==> src/rtl/msgq_pkg.sv <==
package msgq_pkg;

   localparam int NODE_BYTES = 8;
   localparam int LINK_W     = 16;

   typedef enum logic [2:0] {
      AP_IDLE,
      AP_GRANT,
      AP_HDR,
      AP_PAY,
      AP_LINK,
      AP_COMMIT
   } ap_state_t;

endpackage

==> src/rtl/msgq_send_reg.sv <==
module msgq_send_reg #(
   parameter int NODE_W = 4,
   parameter int MY_ID  = 3
) (
   input  logic              clk,
   input  logic              rst_n,
   input  logic              wr_en,
   input  logic [NODE_W-1:0] wr_dest,
   input  logic [31:0]       wr_data,
   input  logic              done,
   output logic              busy,
   output logic              is_local,
   output logic [NODE_W-1:0] dest_q,
   output logic [31:0]       data_q,
   output logic              overrun
);
   localparam logic [NODE_W-1:0] OWN = NODE_W'(MY_ID);

   always_ff @(posedge clk) begin
      if (!rst_n) begin
         busy    <= 1'b0;
         dest_q  <= '0;
         data_q  <= '0;
         overrun <= 1'b0;
      end else begin
         if (busy && done) begin
            busy <= 1'b0;
         end else if (wr_en && !busy) begin
            busy   <= 1'b1;
            dest_q <= wr_dest;
            data_q <= wr_data;
         end
         if (wr_en && busy) overrun <= 1'b1;
      end
   end

   assign is_local = (dest_q == OWN);

endmodule

==> src/rtl/msgq_node_pool.sv <==
module msgq_node_pool #(
   parameter int              ADDR_W     = 16,
   parameter logic [ADDR_W-1:0] POOL_BASE = 16'h0100,
   parameter int              POOL_NODES = 8,
   parameter int              CNT_W      = 8,
   parameter bit              SAT_DROP   = 1'b1
) (
   input  logic              clk,
   input  logic              rst_n,
   input  logic              take,
   input  logic              drop,
   output logic [ADDR_W-1:0] node_addr,
   output logic              empty,
   output logic [CNT_W-1:0]  drop_cnt
);
   import msgq_pkg::*;

   localparam int LEFT_W = $clog2(POOL_NODES + 1);
   localparam logic [ADDR_W-1:0] STRIDE = ADDR_W'(NODE_BYTES);

   logic [LEFT_W-1:0] left_q;

   always_ff @(posedge clk) begin
      if (!rst_n) begin
         node_addr <= POOL_BASE;
         left_q    <= LEFT_W'(POOL_NODES);
      end else if (take && !empty) begin
         node_addr <= node_addr + STRIDE;
         left_q    <= left_q - 1'b1;
      end
   end

   assign empty = (left_q == '0);

   generate
      if (SAT_DROP) begin : g_sat
         always_ff @(posedge clk) begin
            if (!rst_n)                     drop_cnt <= '0;
            else if (drop && drop_cnt != '1) drop_cnt <= drop_cnt + 1'b1;
         end
      end else begin : g_wrap
         always_ff @(posedge clk) begin
            if (!rst_n)    drop_cnt <= '0;
            else if (drop) drop_cnt <= drop_cnt + 1'b1;
         end
      end
   endgenerate

endmodule

==> src/rtl/msgq_append.sv <==
module msgq_append #(
   parameter int ADDR_W = 16,
   parameter int NODE_W = 4
) (
   input  logic              clk,
   input  logic              rst_n,
   input  logic              start,
   input  logic [ADDR_W-1:0] node_in,
   input  logic [NODE_W-1:0] src_in,
   input  logic [31:0]       data_in,
   input  logic              hold_gnt,
   output logic              idle,
   output logic              hold_req,
   output logic              mem_we,
   output logic [3:0]        mem_be,
   output logic [ADDR_W-1:0] mem_addr,
   output logic [31:0]       mem_wdata,
   output logic [ADDR_W-1:0] head,
   output logic [ADDR_W-1:0] tail
);
   import msgq_pkg::*;

   ap_state_t         st_q;
   logic [ADDR_W-1:0] node_q;
   logic [NODE_W-1:0] src_q;
   logic [31:0]       data_q;
   logic [LINK_W-1:0] node_link;
   logic [LINK_W-1:0] src_field;

   assign node_link = LINK_W'(node_q);
   assign src_field = LINK_W'(src_q);
   assign idle      = (st_q == AP_IDLE);
   assign hold_req  = !idle;

   always_ff @(posedge clk) begin
      if (!rst_n) begin
         st_q   <= AP_IDLE;
         node_q <= '0;
         src_q  <= '0;
         data_q <= '0;
         head   <= '0;
         tail   <= '0;
      end else begin
         unique case (st_q)
            AP_IDLE: if (start) begin
               node_q <= node_in;
               src_q  <= src_in;
               data_q <= data_in;
               st_q   <= AP_GRANT;
            end
            AP_GRANT: if (hold_gnt) st_q <= AP_HDR;
            AP_HDR:   if (hold_gnt) st_q <= AP_PAY;
            AP_PAY:   if (hold_gnt) st_q <= AP_LINK;
            AP_LINK:  if (hold_gnt) st_q <= AP_COMMIT;
            AP_COMMIT: begin
               tail <= node_q;
               if (tail == '0) head <= node_q;
               st_q <= AP_IDLE;
            end
            default: st_q <= AP_IDLE;
         endcase
      end
   end

   always_comb begin
      mem_we    = 1'b0;
      mem_be    = 4'hF;
      mem_addr  = node_q;
      mem_wdata = '0;
      unique case (st_q)
         AP_HDR: begin
            mem_we    = hold_gnt;
            mem_wdata = {src_field, {LINK_W{1'b0}}};
         end
         AP_PAY: begin
            mem_we    = hold_gnt;
            mem_addr  = node_q + ADDR_W'(4);
            mem_wdata = data_q;
         end
         AP_LINK: begin
            mem_we    = hold_gnt && (tail != '0);
            mem_be    = 4'b0011;
            mem_addr  = tail;
            mem_wdata = {{LINK_W{1'b0}}, node_link};
         end
         default: ;
      endcase
   end

endmodule

==> src/rtl/msgq_post.sv <==
module msgq_post #(
   parameter int                NODE_W     = 4,
   parameter int                MY_ID      = 3,
   parameter int                ADDR_W     = 16,
   parameter logic [ADDR_W-1:0] POOL_BASE  = 16'h0100,
   parameter int                POOL_NODES = 8,
   parameter int                CNT_W      = 8,
   parameter bit                SAT_DROP   = 1'b1
) (
   input  logic              clk,
   input  logic              rst_n,
   input  logic              snd_we,
   input  logic [NODE_W-1:0] snd_dest,
   input  logic [31:0]       snd_payload,
   output logic              snd_busy,
   output logic              snd_overrun,
   output logic              bus_out_valid,
   output logic [NODE_W-1:0] bus_out_dest,
   output logic [NODE_W-1:0] bus_out_src,
   output logic [31:0]       bus_out_data,
   input  logic              bus_out_ack,
   input  logic              bus_in_valid,
   input  logic [NODE_W-1:0] bus_in_dest,
   input  logic [NODE_W-1:0] bus_in_src,
   input  logic [31:0]       bus_in_data,
   output logic              bus_in_ack,
   output logic              mem_hold_req,
   input  logic              mem_hold_gnt,
   output logic              mem_we,
   output logic [3:0]        mem_be,
   output logic [ADDR_W-1:0] mem_addr,
   output logic [31:0]       mem_wdata,
   output logic [ADDR_W-1:0] q_head,
   output logic [ADDR_W-1:0] q_tail,
   output logic              pool_empty,
   output logic [CNT_W-1:0]  drop_count
);
   import msgq_pkg::*;

   localparam logic [NODE_W-1:0] OWN = NODE_W'(MY_ID);

   generate
      if (ADDR_W > LINK_W || ADDR_W < 4) begin : g_bad_addr
         $error("msgq_post: ADDR_W must lie in 4..16");
      end
      if (MY_ID < 0 || MY_ID >= (1 << NODE_W)) begin : g_bad_id
         $error("msgq_post: MY_ID does not fit NODE_W");
      end
      if (POOL_BASE == '0 || POOL_BASE[2:0] != 3'b000) begin : g_bad_base
         $error("msgq_post: POOL_BASE must be nonzero and 8-byte aligned");
      end
      if (POOL_NODES < 1 ||
          (longint'(POOL_BASE) + longint'(NODE_BYTES) * POOL_NODES) > (longint'(1) << ADDR_W)) begin : g_bad_pool
         $error("msgq_post: pool does not fit the address space");
      end
   endgenerate

   logic              tx_local, tx_done;
   logic              rx_idle, loop_take, in_take, take;
   logic [NODE_W-1:0] rx_src;
   logic [31:0]       rx_data;
   logic [ADDR_W-1:0] free_node;

   msgq_send_reg #(.NODE_W(NODE_W), .MY_ID(MY_ID)) u_send (
      .clk(clk), .rst_n(rst_n),
      .wr_en(snd_we), .wr_dest(snd_dest), .wr_data(snd_payload),
      .done(tx_done), .busy(snd_busy), .is_local(tx_local),
      .dest_q(bus_out_dest), .data_q(bus_out_data), .overrun(snd_overrun)
   );

   assign bus_out_valid = snd_busy;
   assign bus_out_src   = OWN;

   assign loop_take  = rx_idle && snd_busy && tx_local;
   assign in_take    = rx_idle && !loop_take && bus_in_valid && (bus_in_dest == OWN);
   assign take       = loop_take || in_take;
   assign bus_in_ack = in_take;
   assign tx_done    = tx_local ? loop_take : bus_out_ack;
   assign rx_src     = loop_take ? OWN : bus_in_src;
   assign rx_data    = loop_take ? bus_out_data : bus_in_data;

   msgq_node_pool #(
      .ADDR_W(ADDR_W), .POOL_BASE(POOL_BASE), .POOL_NODES(POOL_NODES),
      .CNT_W(CNT_W), .SAT_DROP(SAT_DROP)
   ) u_pool (
      .clk(clk), .rst_n(rst_n),
      .take(take), .drop(take && pool_empty),
      .node_addr(free_node), .empty(pool_empty), .drop_cnt(drop_count)
   );

   msgq_append #(.ADDR_W(ADDR_W), .NODE_W(NODE_W)) u_app (
      .clk(clk), .rst_n(rst_n),
      .start(take && !pool_empty), .node_in(free_node),
      .src_in(rx_src), .data_in(rx_data), .hold_gnt(mem_hold_gnt),
      .idle(rx_idle), .hold_req(mem_hold_req),
      .mem_we(mem_we), .mem_be(mem_be), .mem_addr(mem_addr), .mem_wdata(mem_wdata),
      .head(q_head), .tail(q_tail)
   );

endmodule

==> config.mk <==
export PLATFORM = sky130hd
export DESIGN_NAME = msgq_post
export DESIGN_NICKNAME = d
export VERILOG_FILES = /design/src/rtl/msgq_pkg.sv /design/src/rtl/msgq_send_reg.sv /design/src/rtl/msgq_node_pool.sv /design/src/rtl/msgq_append.sv /design/src/rtl/msgq_post.sv
export SDC_FILE = /design/constraint.sdc
export NUM_CORES = 1
export LEC_CHECK = 0
export BUFFER_PORTS_ARGS = -buffer_cell sky130_fd_sc_hd__buf_2
export CORE_MARGIN = 1.5
export CORE_UTILIZATION = 35
export DETAILED_ROUTE_END_ITERATION = 10
export SYNTH_ARGS = -nofsm -noshare
export SYNTH_HDL_FRONTEND = slang
export SYNTH_HIERARCHICAL = 1
export SYNTH_SLANG_ARGS = --single-unit
==> constraint.sdc <==
create_clock -name clk -period 7.5 [get_ports clk]
set_input_delay 0.375 -clock clk [delete_from_list [all_inputs] [get_ports clk]]
set_output_delay 0.375 -clock clk [all_outputs]
set_load 0.01 [all_outputs]
## Word-level counts from Yosys, hierarchy flattened

Cells that the tools add are included.

- Input port bits: 82
- Logic and storage cells: 72
- Register bits: 153
- Output and inout bits: 139

- Eq/ne operators: 13
- $add $sub $neg: 4
- Mux-type cells: 13
- Reductions and logical operators: 27
- Bitwise gates (word level): 2

Operator list:

| cell | count |
|---|---|
| case mux 32 bit (3 select lines) | 1 |
| two-way mux 32 bit | 1 |
| case mux 16 bit (2 select lines) | 1 |
| adder 16 x 3 -> 16 bit, second input constant | 1 |
| adder 16 x 4 -> 16 bit, second input constant | 1 |
| zero test 16 bit | 1 |
| nonzero test 16 bit | 1 |
| two-way mux 3 bit | 5 |
| case mux 3 bit (5 select lines) | 1 |
| logical AND 1 bit | 12 |
| adder 8 x 1 -> 8 bit, second input constant | 1 |
| equality test 4 x 2 -> 1 bit, second input constant | 2 |
| two-way mux 4 bit | 2 |
| != test 2 bit, second input constant | 4 |
| != test 8 bit, second input constant | 1 |
| equality test 3 x 2 -> 1 bit, second input constant | 2 |
| equality test 3 bit, second input constant | 2 |
| AND reduction 2 bit | 3 |
| AND reduction 5 bit | 1 |
| zero test 1 bit | 4 |
| zero test 4 bit | 1 |
| OR reduction 2 bit | 2 |
| subtractor 4 x 1 -> 4 bit, second input constant | 1 |
| equality test 3 x 1 -> 1 bit, second input constant | 1 |
| other kinds (6) | 7 |

## Logic depth before layout (Yosys ltp)

- Depth after elaboration: 11
- Gate-level depth with buffers: 11
- Depth with buffers taken out: 10

## Hierarchy

Netlist, hierarchy kept.

By module, submodules not included:

| module | area each (sq um) | cells an instance | sequential area each (sq um) | times used |
|---|---|---|---|---|
| msgq_append | 4281.6 | 523 | 1741.7 | 1 |
| msgq_send_reg | 1559.0 | 164 | 760.7 | 1 |
| msgq_node_pool | 1198.6 | 138 | 500.5 | 1 |
| msgq_post | 658.1 | 58 | 0.0 | 1 |

## Least setup slack after synthesis

OpenSTA, ideal clock, no wires.

- Kind: reg-to-reg
- From: reg u_pool.left_q[0]
- To: reg u_pool.drop_cnt[5]
- Library setup time: 116 ps
- Data arrival time: 2420 ps
- Path buffers: 0
- Setup slack: 4964 ps
- Required time: 7384 ps
- Clock period less this slack: 2536 ps
- Stages on the path, launching flop included: 11
- Path through: dfxtp_1 -> inv_1 -> ha_1 -> or3b_4 -> inv_2 -> or3b_2 -> o22ai_1 -> nand4_1 -> a211oi_1 -> xnor2_1 -> nor2_1

- Word-level cells in the longest chain between the ends: 3

Ends and longest elaborated chain:

| what | line | RTL |
|---|---|---|
| start: declaration | msgq_node_pool.sv:21 | `logic [LEFT_W-1:0] left_q;` |
| start signal: assignment | msgq_node_pool.sv:26 | `left_q <= LEFT_W'(POOL_NODES);` |
| start signal: assignment | msgq_node_pool.sv:29 | `left_q <= left_q - 1'b1;` |
| zero test 4 bit | msgq_node_pool.sv:33 | `assign empty = (left_q == '0);` |
| net pool_empty | msgq_post.sv:35 | `output logic pool_empty,` |
| logical AND 1 bit | msgq_post.sv:87 | `.take(take), .drop(take && pool_empty),` |
| logical AND 1 bit | msgq_node_pool.sv:39 | `else if (drop && drop_cnt != '1) drop_cnt <= drop_cnt + 1'b1;` |
| end signal: assignment | msgq_node_pool.sv:39 |  |
| end: declaration | msgq_node_pool.sv:14 | `output logic [CNT_W-1:0] drop_cnt` |

The timed path passes the listed nets, and every way through them passes these cells.
A chain may end at the register's enable or synchronous reset.

## Worst setup path after layout

- From: reg u_app.st_q[0]
- To: reg u_app.data_q[8]

- Word-level cells in the longest chain between the ends: 10
- Elaborated cells between the ends (all ways): 11
- Classes of those cells: mux: 1; reduce/logical: 10

Ends and longest elaborated chain:

| what | line | RTL |
|---|---|---|
| start: declaration | msgq_append.sv:23 | `ap_state_t st_q;` |
| start signal: assignment | msgq_append.sv:37 | `st_q <= AP_IDLE;` |
| start signal: assignment | msgq_append.sv:49 | `st_q <= AP_GRANT;` |
| start signal: assignment | msgq_append.sv:51 | `AP_GRANT: if (hold_gnt) st_q <= AP_HDR;` |
| zero test 3 bit (*) | msgq_append.sv:32 | `assign idle = (st_q == AP_IDLE);` |
| net rx_idle | msgq_post.sv:59 | `logic rx_idle, loop_take, in_take, take;` |
| logical AND 1 bit (2 in a row) | msgq_post.sv:74 | `assign loop_take = rx_idle && snd_busy && tx_local;` |
| zero test 1 bit | msgq_post.sv:75 | `assign in_take = rx_idle && !loop_take && bus_in_valid && (bus_in_dest == OWN);` |
| logical AND 1 bit (3 in a row) | msgq_post.sv:75 |  |
| logical OR 1 bit | msgq_post.sv:76 | `assign take = loop_take \|\| in_take;` |
| logical AND 1 bit | msgq_post.sv:93 | `.start(take && !pool_empty), .node_in(free_node),` |
| AND reduction 2 bit (no source line) | n/a |  |
| end signal: assignment | msgq_append.sv:48 | `data_q <= data_in;` |
| end: declaration | msgq_append.sv:26 | `logic [31:0] data_q;` |

Mark *: on every way through the listed nets, which the timed path passes. The rest lies on a longest branch.

==> results.py <==
metrics = {
    "logic_synthesis": {
        "syn_inst": 883,
        "synth_top_area_share_pct": 39.0,
        "synth_edf_count": 0,
        "synth_seq_cells": 150,
        "synth_ff_type": "dfxtp_1",
        "syn-mean-instance-area_sq_um": 8.72,
        "synth_area_sq_um": 7700,
        "async_flop_share_pct": 0,
        "synth-seq-area-share_pct": 39.0,
        "synth_area_leaders": "dfxtp_1 39%, nand2_1 14%, mux2i_1 8.1%, mux2_4 6.0%, a21boi_1 5.4%",
        "ys_types": 67,
        "yosys_warnings": 6,
        "synth_area_leader_cell": "dfxtp_1",
    },
    "floorplanning": {
        "io_pins": 221,
        "dieArea_sq_um": 22900,
        "start_util_pct": 35.5,
        "die_height_um": 151,
        "fp-row-count": 54,
        "core_area_sq_um": 21700,
        "die_x_um": 151,
    },
    "run": {
        "maxCapViolations": 0,
    },
    "sta": {
        "tns_ps": 0,
        "period_needed_ps": 3060,
        "report.final.setup_viol": 0,
        "clock_skew_ps": 9.77,
        "min_period_over_period_pct": 40.9,
        "slew_headroom_pct": 31.7,
        "worst_pin_slew_ps": 1020,
        "rsz0062_at_grt": "no",
        "fin_hold_ws_ps": 184,
        "hold_viol_final": 0,
        "report.final.slew_viol_count": 0,
        "fmax_mhz": 326,
    },
    "cells_and_area": {
        "drive_gt1_share_pct": 28.8,
        "areaGrowthSynthToFinish_pct": 20.2,
        "nNetsFinal": 1139,
    },
    "placement": {
        "place.gp.congestion": 0.800,
        "portBuffers": 214,
        "dp_hpwl_um": 15200,
    },
    "global_routing": {
        "grt_overflow": 0,
        "grt_pass1_vias": 6013,
        "grt_use_total_pct": 18.6,
        "grt_max_degree": 103,
        "grt_pass1_wl_um": 32600,
        "antenna_found_initial": 1,
    },
    "cts": {
        "cts_tree": "built",
        "cts-root-buf": "clkbuf_16",
        "holdBufCountCts": 0,
        "path_clk_slew_ps": 70,
        "cts_resized": 0,
        "cts_max_path_buffers": 2,
        "cts_buffers": 17,
        "postCtsSetupBuffers": 0,
        "h-tree-depth": 4,
        "cts_sinks": 150,
        "insertion_delay_ps": 430,
    },
    "power": {
        "ir_drop_mv": 0.134,
        "power.density_nw_per_um2": 198,
        "leakagePower_uw": 0.00400,
        "total_power_uw": 1840,
    },
    "routing": {
        "via_per_inst": 4.91,
        "final_antenna_net_count": 0,
        "routed_wl_um": 21400,
        "via_count": 6609,
        "drt_iter0_drc": 319,
        "dr.pass1.iters": 5,
        "routedWlPerCell_um": 15.9,
        "drc": 0,
    },
    "status": {
        "status": "completed",
    },
    "worst_setup_path": {
        "timing_worst_setup_path_type": "flop to flop",
        "worstPathMaxFanout": 52,
        "cp.required_ps": 7850,
        "cp.arrival_ps": 3420,
        "endpoint_kind": "flop",
        "cp-start-kind": "flop",
    },
    "min_path": {
        "hp-class": "primary input to flop",
    },
}
## synth_stat cells, types with 10 or more instances
| cell | number |
|---|---|
| a21boi_0 | 13 |
| a21boi_1 | 55 |
| a22o_1 | 13 |
| and2_1 | 15 |
| buf_2 | 17 |
| buf_4 | 17 |
| clkbuf_1 | 23 |
| dfxtp_1 | 150 |
| inv_1 | 10 |
| mux2_4 | 31 |
| mux2i_1 | 62 |
| nand2_1 | 280 |
| nand3_1 | 14 |
| nor2_1 | 29 |
| o311ai_0 | 10 |
## final cells by class
type / instances / area (sq um)
Antenna cell: 1 / 2.50
Clock buffer: 17 / 425
Clock inverter: 15 / 169
Fill cell: 2224 / 12400
Inverter: 13 / 48.8
Multi-Input combinational cell: 652 / 4140
Sequential cell: 150 / 3000
Tap cell: 280 / 350
Timing Repair Buffer: 219 / 1110
## flip-flops by register name, summed over array words and instances (netlist names)
register / cells
u_app/data_q: 32
u_send/data_q: 32
u_app/head: 16
u_app/node_link: 16
u_app/tail: 16
u_pool/node_addr: 13
u_pool/drop_cnt: 8
u_app/src_q: 4
u_pool/left_q: 4
u_send/dest_q: 4
u_app/st_q: 3
u_send/busy: 1
u_send/overrun: 1
## path summary, 6_finish.rpt
kind | start | end | slack (ps) | cells after the start
setup reg to reg | u_app/st_q[0] | u_app/data_q[8] | 4440 | 6
hold reg to reg | u_app/data_q[24] | u_app/data_q[24] | 450 | 2
hold / removal | snd_dest[2] | u_send/dest_q[2] | 180 | 3
setup / recovery | u_app/st_q[0] | u_app/data_q[8] | 4440 | 6
## layer usage
layer / up-vias / part of all wire [%] / GRT usage [%]
li1: 3305 / - / -
met1: 3056 / 48 / 25.9
met2: 225 / 43 / 27.4
met3: 23 / 6.9 / 4.76
met4: 0 / 1.8 / 6.89
met5: - / 0 / 0
## placed cells by master (no fill, tap or decap), types with 14 or more instances in the layout
| master | synthesis | layout |
|---|---|---|
| clkbuf_16 | 0 | 17 |
| nor2_1 | 29 | 29 |
| nand3_1 | 14 | 14 |
| buf_2 | 17 | 213 |
| mux2_4 | 31 | 31 |
| mux2i_1 | 62 | 62 |
| and2_1 | 15 | 14 |
| dfxtp_1 | 150 | 150 |
| a21boi_1 | 55 | 55 |
| nand2_1 | 280 | 279 |
## power by group
| part | total [uW] | switching (uW) | internal (uW) |
|---|---|---|---|
| combinational | 133 | 68.9 | 64.5 |
| clock | 871 | 373 | 498 |
| sequential | 831 | 16.5 | 815 |
## cell families (layout without fill, tap and decap cells)
kind of cell               Yosys count  count (layout)  share of synthesized area [%]
and+or+nand+nor                    398             398                           23.8
DFF                                150             150                           39.0
AOI/OAI and AO/OA                  133             133                           13.0
muxes                               94              94                           14.3
buffers and inverters               86             264                           7.49
xor gates and xnor gates            14              14                           1.59
adders and majority gates            4               4                          0.650
other                                4              10                          0.195
## worst max-delay path, cell delays in order, from the launching register on
cell and delay, ps:
dfxtp_1 530, nor3_4 500, nand4_1 280, o22ai_1 440
and2_2 920, nand2_1 150, a21boi_1 170
## metrics by stage
stage               setup slack [ps]  util (%)  instance area [sq um]  cells
floorplan                       4960         -                   7720    888
global placement                4510      39.9                   8650   1314
detailed placement              4410      39.9                   8650   1314
CTS                             4390      42.6                   9250   1346
global route                    4120      42.7                   9250   1347
finish                          4440      42.7                   9250   1347
No activity file was read; power rests on OpenSTA's default activity.
